### config.mk
export PLATFORM = sky130hd
export DESIGN_NAME = evt_irq_ctrl
export DESIGN_NICKNAME = d
export VERILOG_FILES = /design/src/rtl/evt_irq_pkg.sv /design/src/rtl/evt_pin_fall.sv /design/src/rtl/evt_mask_reg.sv /design/src/rtl/evt_pend_reg.sv /design/src/rtl/evt_irq_ctrl.sv
export SDC_FILE = /design/constraint.sdc
export NUM_CORES = 1
export LEC_CHECK = 0
export BUFFER_PORTS_ARGS = -buffer_cell sky130_fd_sc_hd__buf_2
export CAP_MARGIN = 5
export CELL_PAD_IN_SITES_DETAIL_PLACEMENT = 0
export CELL_PAD_IN_SITES_GLOBAL_PLACEMENT = 1
export CORE_MARGIN = 2
export CORE_UTILIZATION = 24
export CTS_CLUSTER_SIZE = 14
export DETAILED_ROUTE_END_ITERATION = 16
export GPL_TIMING_DRIVEN = 0
export PLACE_DENSITY_LB_ADDON = 0.1
export REMOVE_ABC_BUFFERS = 1
export SYNTH_ARGS = -nofsm -noshare
export SYNTH_HDL_FRONTEND = slang
export SYNTH_HIERARCHICAL = 1
export SYNTH_SLANG_ARGS = --single-unit
### constraint.sdc
create_clock -name clk -period 2.3 [get_ports clk]
set_clock_uncertainty 0.2 [all_clocks]
set_input_delay 0.115 -clock clk [delete_from_list [all_inputs] [get_ports clk]]
set_output_delay 0.115 -clock clk [all_outputs]
set_load 0.01 [all_outputs]
### src/rtl/evt_irq_pkg.sv
package evt_irq_pkg;
  localparam int NSRC      = 5;
  localparam int NPULSE    = NSRC - 1;
  localparam int DW        = 8;
  localparam int SETCLR_B  = 7;
  localparam int SUMMARY_B = 7;

  typedef logic [NSRC-1:0] evt_vec_t;

  function automatic evt_vec_t mask_apply(evt_vec_t cur, logic [DW-1:0] wd);
    if (wd[SETCLR_B]) return cur | wd[NSRC-1:0];
    else              return cur & ~wd[NSRC-1:0];
  endfunction

  function automatic logic any_armed(evt_vec_t pend, evt_vec_t msk);
    return |(pend & msk);
  endfunction

  function automatic evt_vec_t pend_next(evt_vec_t pend, logic clr, evt_vec_t evt);
    return (clr ? '0 : pend) | evt;
  endfunction
endpackage

### src/rtl/evt_pin_fall.sv
module evt_pin_fall (
  input  logic clk,
  input  logic rst_n,
  input  logic pin_n_i,
  output logic fall_o
);
  localparam int SYNC_STAGES = 2;

  logic [SYNC_STAGES-1:0] sync_q;
  logic                   last_q;

  always_ff @(posedge clk or negedge rst_n) begin
    if (!rst_n) begin
      sync_q <= '1;
      last_q <= 1'b1;
    end else begin
      sync_q <= {sync_q[SYNC_STAGES-2:0], pin_n_i};
      last_q <= sync_q[SYNC_STAGES-1];
    end
  end

  assign fall_o = last_q & ~sync_q[SYNC_STAGES-1];

  AST_FALL_SINGLE: assert property (@(posedge clk) disable iff (!rst_n)
    fall_o |=> !fall_o);
endmodule

### src/rtl/evt_mask_reg.sv
module evt_mask_reg
  import evt_irq_pkg::*;
(
  input  logic          clk,
  input  logic          rst_n,
  input  logic          wr_i,
  input  logic [DW-1:0] wdata_i,
  output evt_vec_t      mask_o
);
  evt_vec_t mask_q;

  always_ff @(posedge clk or negedge rst_n) begin
    if (!rst_n)    mask_q <= '0;
    else if (wr_i) mask_q <= mask_apply(mask_q, wdata_i);
  end

  assign mask_o = mask_q;

  AST_SET_TAKES: assert property (@(posedge clk) disable iff (!rst_n)
    (wr_i && wdata_i[SETCLR_B]) |=> ((mask_q & $past(wdata_i[NSRC-1:0])) == $past(wdata_i[NSRC-1:0])));
  AST_CLR_TAKES: assert property (@(posedge clk) disable iff (!rst_n)
    (wr_i && !wdata_i[SETCLR_B]) |=> ((mask_q & $past(wdata_i[NSRC-1:0])) == '0));
  AST_UNSELECTED_KEPT: assert property (@(posedge clk) disable iff (!rst_n)
    wr_i |=> (((mask_q ^ $past(mask_q)) & ~$past(wdata_i[NSRC-1:0])) == '0));
  AST_NO_WRITE_HOLD: assert property (@(posedge clk) disable iff (!rst_n)
    !wr_i |=> $stable(mask_q));
endmodule

### src/rtl/evt_pend_reg.sv
module evt_pend_reg
  import evt_irq_pkg::*;
(
  input  logic     clk,
  input  logic     rst_n,
  input  logic     rd_i,
  input  evt_vec_t evt_i,
  output evt_vec_t pend_o
);
  evt_vec_t pend_q;

  always_ff @(posedge clk or negedge rst_n) begin
    if (!rst_n) pend_q <= '0;
    else        pend_q <= pend_next(pend_q, rd_i, evt_i);
  end

  assign pend_o = pend_q;

  AST_READ_CLEARS: assert property (@(posedge clk) disable iff (!rst_n)
    (rd_i && evt_i == '0) |=> (pend_q == '0));
  AST_EVENT_KEPT: assert property (@(posedge clk) disable iff (!rst_n)
    (evt_i != '0) |=> ((pend_q & $past(evt_i)) == $past(evt_i)));
  AST_QUIET_HOLD: assert property (@(posedge clk) disable iff (!rst_n)
    (!rd_i && evt_i == '0) |=> $stable(pend_q));
endmodule

### src/rtl/evt_irq_ctrl.sv
module evt_irq_ctrl
  import evt_irq_pkg::*;
(
  input  logic              clk,
  input  logic              rst_n,
  input  logic              wr_i,
  input  logic [DW-1:0]     wdata_i,
  input  logic              rd_i,
  output logic [DW-1:0]     rdata_o,
  input  logic [NPULSE-1:0] src_i,
  input  logic              flag_pin_n_i,
  output logic              irq_n_o
);
  localparam int PAD_W = SUMMARY_B - NSRC;

  logic     pin_fall;
  evt_vec_t evt_all;
  evt_vec_t mask;
  evt_vec_t pend;
  logic     armed;

  evt_pin_fall u_pin (
    .clk     (clk),
    .rst_n   (rst_n),
    .pin_n_i (flag_pin_n_i),
    .fall_o  (pin_fall)
  );

  assign evt_all = {pin_fall, src_i};

  evt_mask_reg u_mask (
    .clk     (clk),
    .rst_n   (rst_n),
    .wr_i    (wr_i),
    .wdata_i (wdata_i),
    .mask_o  (mask)
  );

  evt_pend_reg u_pend (
    .clk    (clk),
    .rst_n  (rst_n),
    .rd_i   (rd_i),
    .evt_i  (evt_all),
    .pend_o (pend)
  );

  assign armed   = any_armed(pend, mask);
  assign rdata_o = {armed, {PAD_W{1'b0}}, pend};
  assign irq_n_o = ~armed;

  AST_IRQ_NEEDS_FLAG: assert property (@(posedge clk) disable iff (!rst_n)
    !irq_n_o |-> (pend != '0));
  AST_PAD_ZERO: assert property (@(posedge clk) disable iff (!rst_n)
    rdata_o[SUMMARY_B-1:NSRC] == '0);
  AST_PIN_TO_FLAG: assert property (@(posedge clk) disable iff (!rst_n)
    pin_fall |=> pend[NSRC-1]);
endmodule

# Word level (Yosys, flattened, before mapping)
# Index checks and enable logic that the tools add are counted.
[totals] output_inout_bits=9 regBits=13 wordCells=15 input_bits=17
[classes] mux=2 reduce_logical=1 bitwise=8
[op_table] operator="5-bit bitwise AND" n=2
[op_table] operator="5-bit two-way mux" n=2
[op_table] operator="5-bit bitwise OR" n=2
[op_table] operator="5-bit NOT" n=1
[op_table] operator="5-bit OR reduction" n=1
[op_table] operator="1-bit NOT" n=2
[op_table] operator="1-bit bitwise AND" n=1

# Depth between registers and ports, before layout
# Gate-level depths: netlist (run 1).
[depth] ltp_word=3 ltp_mapped=3 mapped_depth_nobuf=2

# By module
# The synthesis (run 1) kept the hierarchy.
[modules_own_cells] mod="evt_mask_reg" area_each_um2=200.2 seq_area_each_um2=125.1 n_inst=1 cells_each=15
[modules_own_cells] mod="evt_pend_reg" area_each_um2=166.4 seq_area_each_um2=125.1 n_inst=1 cells_each=11
[modules_own_cells] mod="evt_pin_fall" area_each_um2=92.6 seq_area_each_um2=78.8 n_inst=1 cells_each=4
[modules_own_cells] mod="evt_irq_ctrl" area_each_um2=53.8 seq_area_each_um2=0.0 n_inst=1 cells_each=8

# Least setup slack after synthesis (run 1)
# OpenSTA, ideal clock, no wires.
[synth_timing] path_type="register to output" from="register u_pend.pend_q[0] (netlist: u_pend/pend_o[0])" to="output rdata_o[7]" path_buffers=1 slack_ns=1.004 path_stages_with_launch=4 t_required_ns=1.985 arrival_time_ns=0.981 cell_sequence="dfrtp_1 > a222oi_1 > nand2_1 > buf_4"
[synth_via] elab_chain_cells=2
[synth_lines] item="from (decl)" line="evt_pend_reg.sv:10" rtl="evt_vec_t pend_q;"
[synth_lines] item="from (signal assigned)" line="evt_pend_reg.sv:14" rtl="else pend_q <= pend_next(pend_q, rd_i, evt_i);"
[synth_lines] item="5-bit bitwise AND" line="evt_irq_pkg.sv:16" rtl="return |(pend & msk);"
[synth_lines] item="5-bit OR reduction" line="evt_irq_pkg.sv:16"
[synth_lines] item="to (decl)" line="evt_irq_ctrl.sv:9" rtl="output logic [DW-1:0] rdata_o,"
# Every way passes these cells.

==> results of run 1 <==
## cell usage after synthesis
master	count	area share [%]
dfrtp_1	10	49
nand2_1	6	4.4
a21o_1	5	7.3
mux2_1	5	11
buf_4	3	4.4
dfstp_2	3	15
a222oi_1	1	2.0
a22oi_1	1	1.5
and2_1	1	1.2
conb_1	1	0.73
inv_2	1	0.73
nor2b_4	1	2.7
## per-layer routing
| layer | global-route usage [%] | up-vias | part of all wire [%] |
|---|---|---|---|
| li1 | - | 207 | - |
| met1 | 11.2 | 202 | 45 |
| met2 | 17.5 | 20 | 47 |
| met3 | 5.36 | 0 | 7.6 |
| met4 | 1.39 | 0 | 0 |
| met5 | 0 | - | 0 |
## cells by family (layout without fill, tap and decap cells)
logic type	Yosys count	count (layout)	synth area share, %
AND/OR/NAND/NOR	8	8	8.29
buffers and inverters	4	45	5.12
multiplexers	5	5	11.0
AO/OA/AOI/OAI	7	7	10.7
flip-flops	13	13	64.1
other	1	2	0.731
## tightest hold or removal path, stage by stage
cell,delay (ps)
buf_2,130
nand2_1,70
mux2_1,130
## power by group through the flow
stage / logic, uW / clock network (uW) / registers, uW
floorplan: 32.4 / 0 / 270
CTS: 97.4 / 146 / 267
global placement: 68.4 / 0 / 271
global route: 106 / 158 / 270
finish: 95.6 / 139 / 267
detailed placement: 68.5 / 0 / 272
## metrics by stage
stage          util [%]  hold slack, ps  setup WS [ps]  total power (uW)
6_report           42.9            1.70            576               502
5_1_grt            42.9            14.8            474               535
4_1_cts            42.9            1.44            554               511
3_5_place_dp       31.9            -182            865               340
3_3_place_gp       31.9            -183            868               339
2_1_floorplan         -            -381           1010               302
## worst max path at each step
stage | endpoint | cells after the start
final | flop | 5
after global routing | irq_n_o | 3
after CTS | irq_n_o | 3
after detailed placement | irq_n_o | 3
after global placement | irq_n_o | 3
after floorplan | irq_n_o | 2
## area by class of cell
class	count	area (sq um)	share of cell area (%)
clock inverters	1	5.00	0.588
inverters	1	3.75	0.441
well taps	27	33.8	3.97
multi-input cells	22	161	19.0
repair buffers	40	295	34.7
flip-flops and latches	13	329	38.7
clock buffers	3	22.5	2.65
## what timing repair did
action,CTS,global route
endpoints found under the hold margin,24,0
hold buffers,19,0
resized for setup,0,0
buffers inserted,0,0
==> impl_metrics.py, run 1 <==
metrics = {
    "clock_tree": {
        "cts_root_buffer": "clkbuf_4",
        "cts_buffer_depth": 2,
        "clkTransAtPathRegs_ps": 70,
        "clk_latency_ps": 280,
        "cts_made_buffers": 3,
        "cts_tree": "done",
        "cts_max_level": 1,
        "cts.sinks": 13,
    },
    "routing": {
        "via_per_inst": 4.01,
        "via_count": 429,
        "wire_per_inst_um": 10.0,
        "drc": 0,
        "ant_nets": 0,
        "route.final.wire_length_um": 1070,
        "drt_iter0_drc": 7,
        "drt-pass1-iter-count": 4,
    },
    "timing": {
        "fin_crit_ps": 1720,
        "drv_slew": 0,
        "setup_tns_ps": 0,
        "finalHoldViolCount": 0,
        "period_share_pct": 75.0,
        "final-setup-viol-count": 0,
        "fmax_mhz": 580,
        "rsz0062_at_grt": "false",
    },
    "grt": {
        "overflow": 0,
        "track_usage_pct": 10.2,
        "first_global_vias": 447,
        "grt_pass1_wl_um": 1890,
        "grt_max_degree": 14,
        "antenna_found_initial": 0,
    },
    "place": {
        "place_hpwl_um": 752,
        "port_buffers": 21,
        "dp_cells": 84,
        "placed_area_sq_um": 633,
        "place.gp.congestion": 0.569,
    },
    "cells_and_area": {
        "final_area_sq_um": 851,
        "fillers": 195,
        "layout_common_cells": "buf_2, dlygate4sd3_1, dfrtp_1, nand2_1",
        "stdcell_count": 107,
        "final_common_cell": "buf_2",
        "area_delta_synth_final_pct": 65.9,
        "nets": 98,
        "drive_gt1_share_pct": 37.5,
        "n_antenna_cell": 0,
    },
    "floorplan": {
        "fp-row-count": 16,
        "ioPinCount": 26,
        "dieArea_sq_mm": 0.00252,
        "start_util_pct": 25.9,
        "design.core.area_sq_mm": 0.00198,
        "die_h_um": 50.2,
        "die-width_um": 50.2,
    },
    "setup_path": {
        "crit_top_cell": "dlygate4sd3_1",
        "critPathMaxStageDelay_ps": 550,
        "crit_path_top_delay_cell": "dlygate4sd3_1",
        "cp.buffers_inverters": 3,
        "crit_start": "wdata_i[4]",
        "end_kind": "flop",
        "crit_family": "buffers and inverters",
        "r2r_cells": 2,
        "crit_type": "input pin to flop",
        "worst-endpoint-required_ps": 2260,
        "crit_fanout": 1,
        "reg2reg_setup_slack_ps": 760,
        "startpoint_type": "input pin",
        "crit_arrival_ps": 1680,
        "path_cells": "dlygate4sd3_1, buf_2, nand2_1, dlygate4sd3_1, mux2_1",
    },
    "synthesis": {
        "synthesis.area_sq_um": 513,
        "ys_seq_area_share_pct": 64.1,
        "yosysUniqueCellTypes": 12,
        "synth-seq-cells": 13,
        "syn_inst": 38,
        "syn_area_per_cell_sq_um": 13.5,
        "yosys_warnings": 6,
    },
    "power_and_ir_drop": {
        "switching_power_uw": 125,
        "p_int_uw": 377,
        "p_leak_uw": 0.000405,
        "seqPwrFrac_pct": 53.2,
        "combPwrFrac_pct": 19.1,
        "p_clk_share_pct": 27.7,
        "ir_worst_vdd_mv": 0.348,
        "power_switching_share_pct": 24.9,
        "power_density_mw_per_mm2": 590,
    },
    "hold_path": {
        "hold_path_startpoint": "wr_i",
        "hold_depth": 3,
        "hp-class": "input pin to flop",
    },
    "flow_run": {
        "drv_cap": 0,
    },
    "status": {
        "status": "finished clean",
    },
}
No activity file was read; power rests on OpenSTA's default activity.
==> inputs of run 2 (changes only) <==
clock period = 1.6 ns   (was 2.3 ns; I/O delays follow)
==> impl_metrics.py, run 2 (synthesis gave the netlist of run 1 again) <==
metrics = {
    "setup_path": {
        "crit_path_top_delay_cell": "a222oi_1",
        "critPathMaxStageDelay_ps": 390,
        "crit_fanout": 2,
        "path_cells": "a222oi_1, and2_1, buf_2",
        "crit_arrival_ps": 1340,
        "crit_type": "flop to primary output",
        "worst-endpoint-required_ps": 1320,
        "end_kind": "primary output",
        "startpoint_type": "flop",
        "r2r_cells": 3,
    },
    "cells_and_area": {
        "nets": 100,
        "multi_input_area_sq_um": 161,
        "layout_common_cells": "buf_2, dlygate4sd3_1, dfrtp_1, nand2_1",
        "register_area_sq_um": 329,
        "fin_util_pct": 43.6,
        "drive_gt1_share_pct": 40.2,
        "final_common_cell": "buf_2",
        "n_antenna_cell": 0,
        "area_delta_synth_final_pct": 68.3,
        "fillers": 197,
    },
    "timing": {
        "holdWs_ps": 9.10,
        "fmax_mhz": 616,
        "finalHoldViolCount": 0,
        "fin_crit_ps": 1620,
        "setup_ws_ps": -23.0,
        "period_share_pct": 101,
        "drv_slew": 0,
        "rsz0062_at_grt": "true",
        "final-setup-viol-count": 1,
    },
    "power_and_ir_drop": {
        "power_density_mw_per_mm2": 837,
        "ir_worst_vdd_mv": 0.497,
        "p_leak_uw": 0.000418,
        "power_uw": 723,
    },
    "grt": {
        "first_global_vias": 468,
        "track_usage_pct": 10.2,
        "antenna_found_initial": 0,
        "grt_max_degree": 14,
        "overflow": 0,
        "grt_pass1_wl_um": 1900,
    },
    "hold_path": {
        "hp-class": "input pin to asynchronous set/reset pin",
    },
    "status": {
        "status": "finished with violations",
        "violations": "setup timing",
    },
    "clock_tree": {
        "cts_buffer_depth": 2,
        "clk_latency_ps": 270,
        "cts_max_level": 1,
        "cts_tree": "done",
        "clkTransAtPathRegs_ps": 80,
        "cts_root_buffer": "clkbuf_4",
        "cts.sinks": 13,
        "cts_resized": 0,
        "cts_made_buffers": 3,
    },
    "routing": {
        "drt_iter0_drc": 10,
        "route.final.wire_length_um": 1100,
        "via_per_inst": 3.92,
        "via_count": 427,
        "ant_nets": 0,
        "drc": 0,
        "wire_per_inst_um": 10.0,
        "drt-pass1-iter-count": 4,
    },
    "place": {
        "port_buffers": 21,
        "place_hpwl_um": 752,
        "place.gp.congestion": 0.569,
    },
    "floorplan": {
        "design.core.area_sq_mm": 0.00198,
        "die-width_um": 50.2,
        "fp-row-count": 16,
        "start_util_pct": 25.9,
        "dieArea_sq_mm": 0.00252,
        "die_h_um": 50.2,
        "ioPinCount": 26,
    },
    "flow_run": {
        "drv_cap": 0,
    },
}
## run 2: cell type report
type,instances,share of cell area (%)
sequential,13,38.1
timing repair buffer,42,35.7
multi-input combinational,22,18.7
tap,27,3.91
clock buffer,3,2.61
clock inverter,1,0.580
inverter,1,0.435
## run 2: repair_timing
action | in CTS | in global routing
hold endpoints to repair | 24 | 0
pin swaps | 2 | 0
setup endpoints to repair | 2 | 2
buffers inserted | 3 | 0
hold buffers | 18 | 0
## run 2: through the flow
stage,std cells,TNS [ps],area [sq um],worst slack [ps]
global route,109,-214,863,-136
detailed placement,84,0,633,200
finish,109,-23.0,863,-23.0
floorplan,36,0,494,342
global placement,84,0,633,203
CTS,109,-71.0,863,-63.7
## run 2: final timing paths
| check | startpoint | endpoint | slack (ps) |
|---|---|---|---|
| max in group asynchronous | rst_n | u_pin/sync_q[1] | 920 |
| worst min register to register | u_pin/sync_q[0] | u_pin/sync_q[1] | 160 |
| worst max-delay path | flop | irq_n_o | -20 |
| worst min-delay path | rst_n | u_pend/pend_o[2] | 9 |
| min in group clk | u_pin/sync_q[0] | u_pin/sync_q[1] | 160 |
| worst max register to register | u_pend/pend_o[0] | u_pend/pend_o[0] | 60 |
## run 2: where the power goes
group          internal (uW)  switching, uW  leakage [uW]
logic                   89.8           54.0      0.000255
clock network           92.5            104     0.0000177
registers                363           19.3      0.000145
total                    545            178      0.000418
## run 2: worst max-delay path: cells and delay by family (launching register included)
family,cells,cell delay [ps]
and+or+nand+nor,1,180
AOI/OAI and AO/OA,1,390
buffers and inverters,1,120
DFF,1,380
## run 2: per-layer routing
metal | GRT usage [%] | part of all wire, % | vias up
met5 | 0 | 0 | -
met1 | 11.0 | 44 | 196
met4 | 1.39 | 0 | 0
met2 | 18.0 | 48 | 20
li1 | - | - | 211
met3 | 5.36 | 7.6 | 0
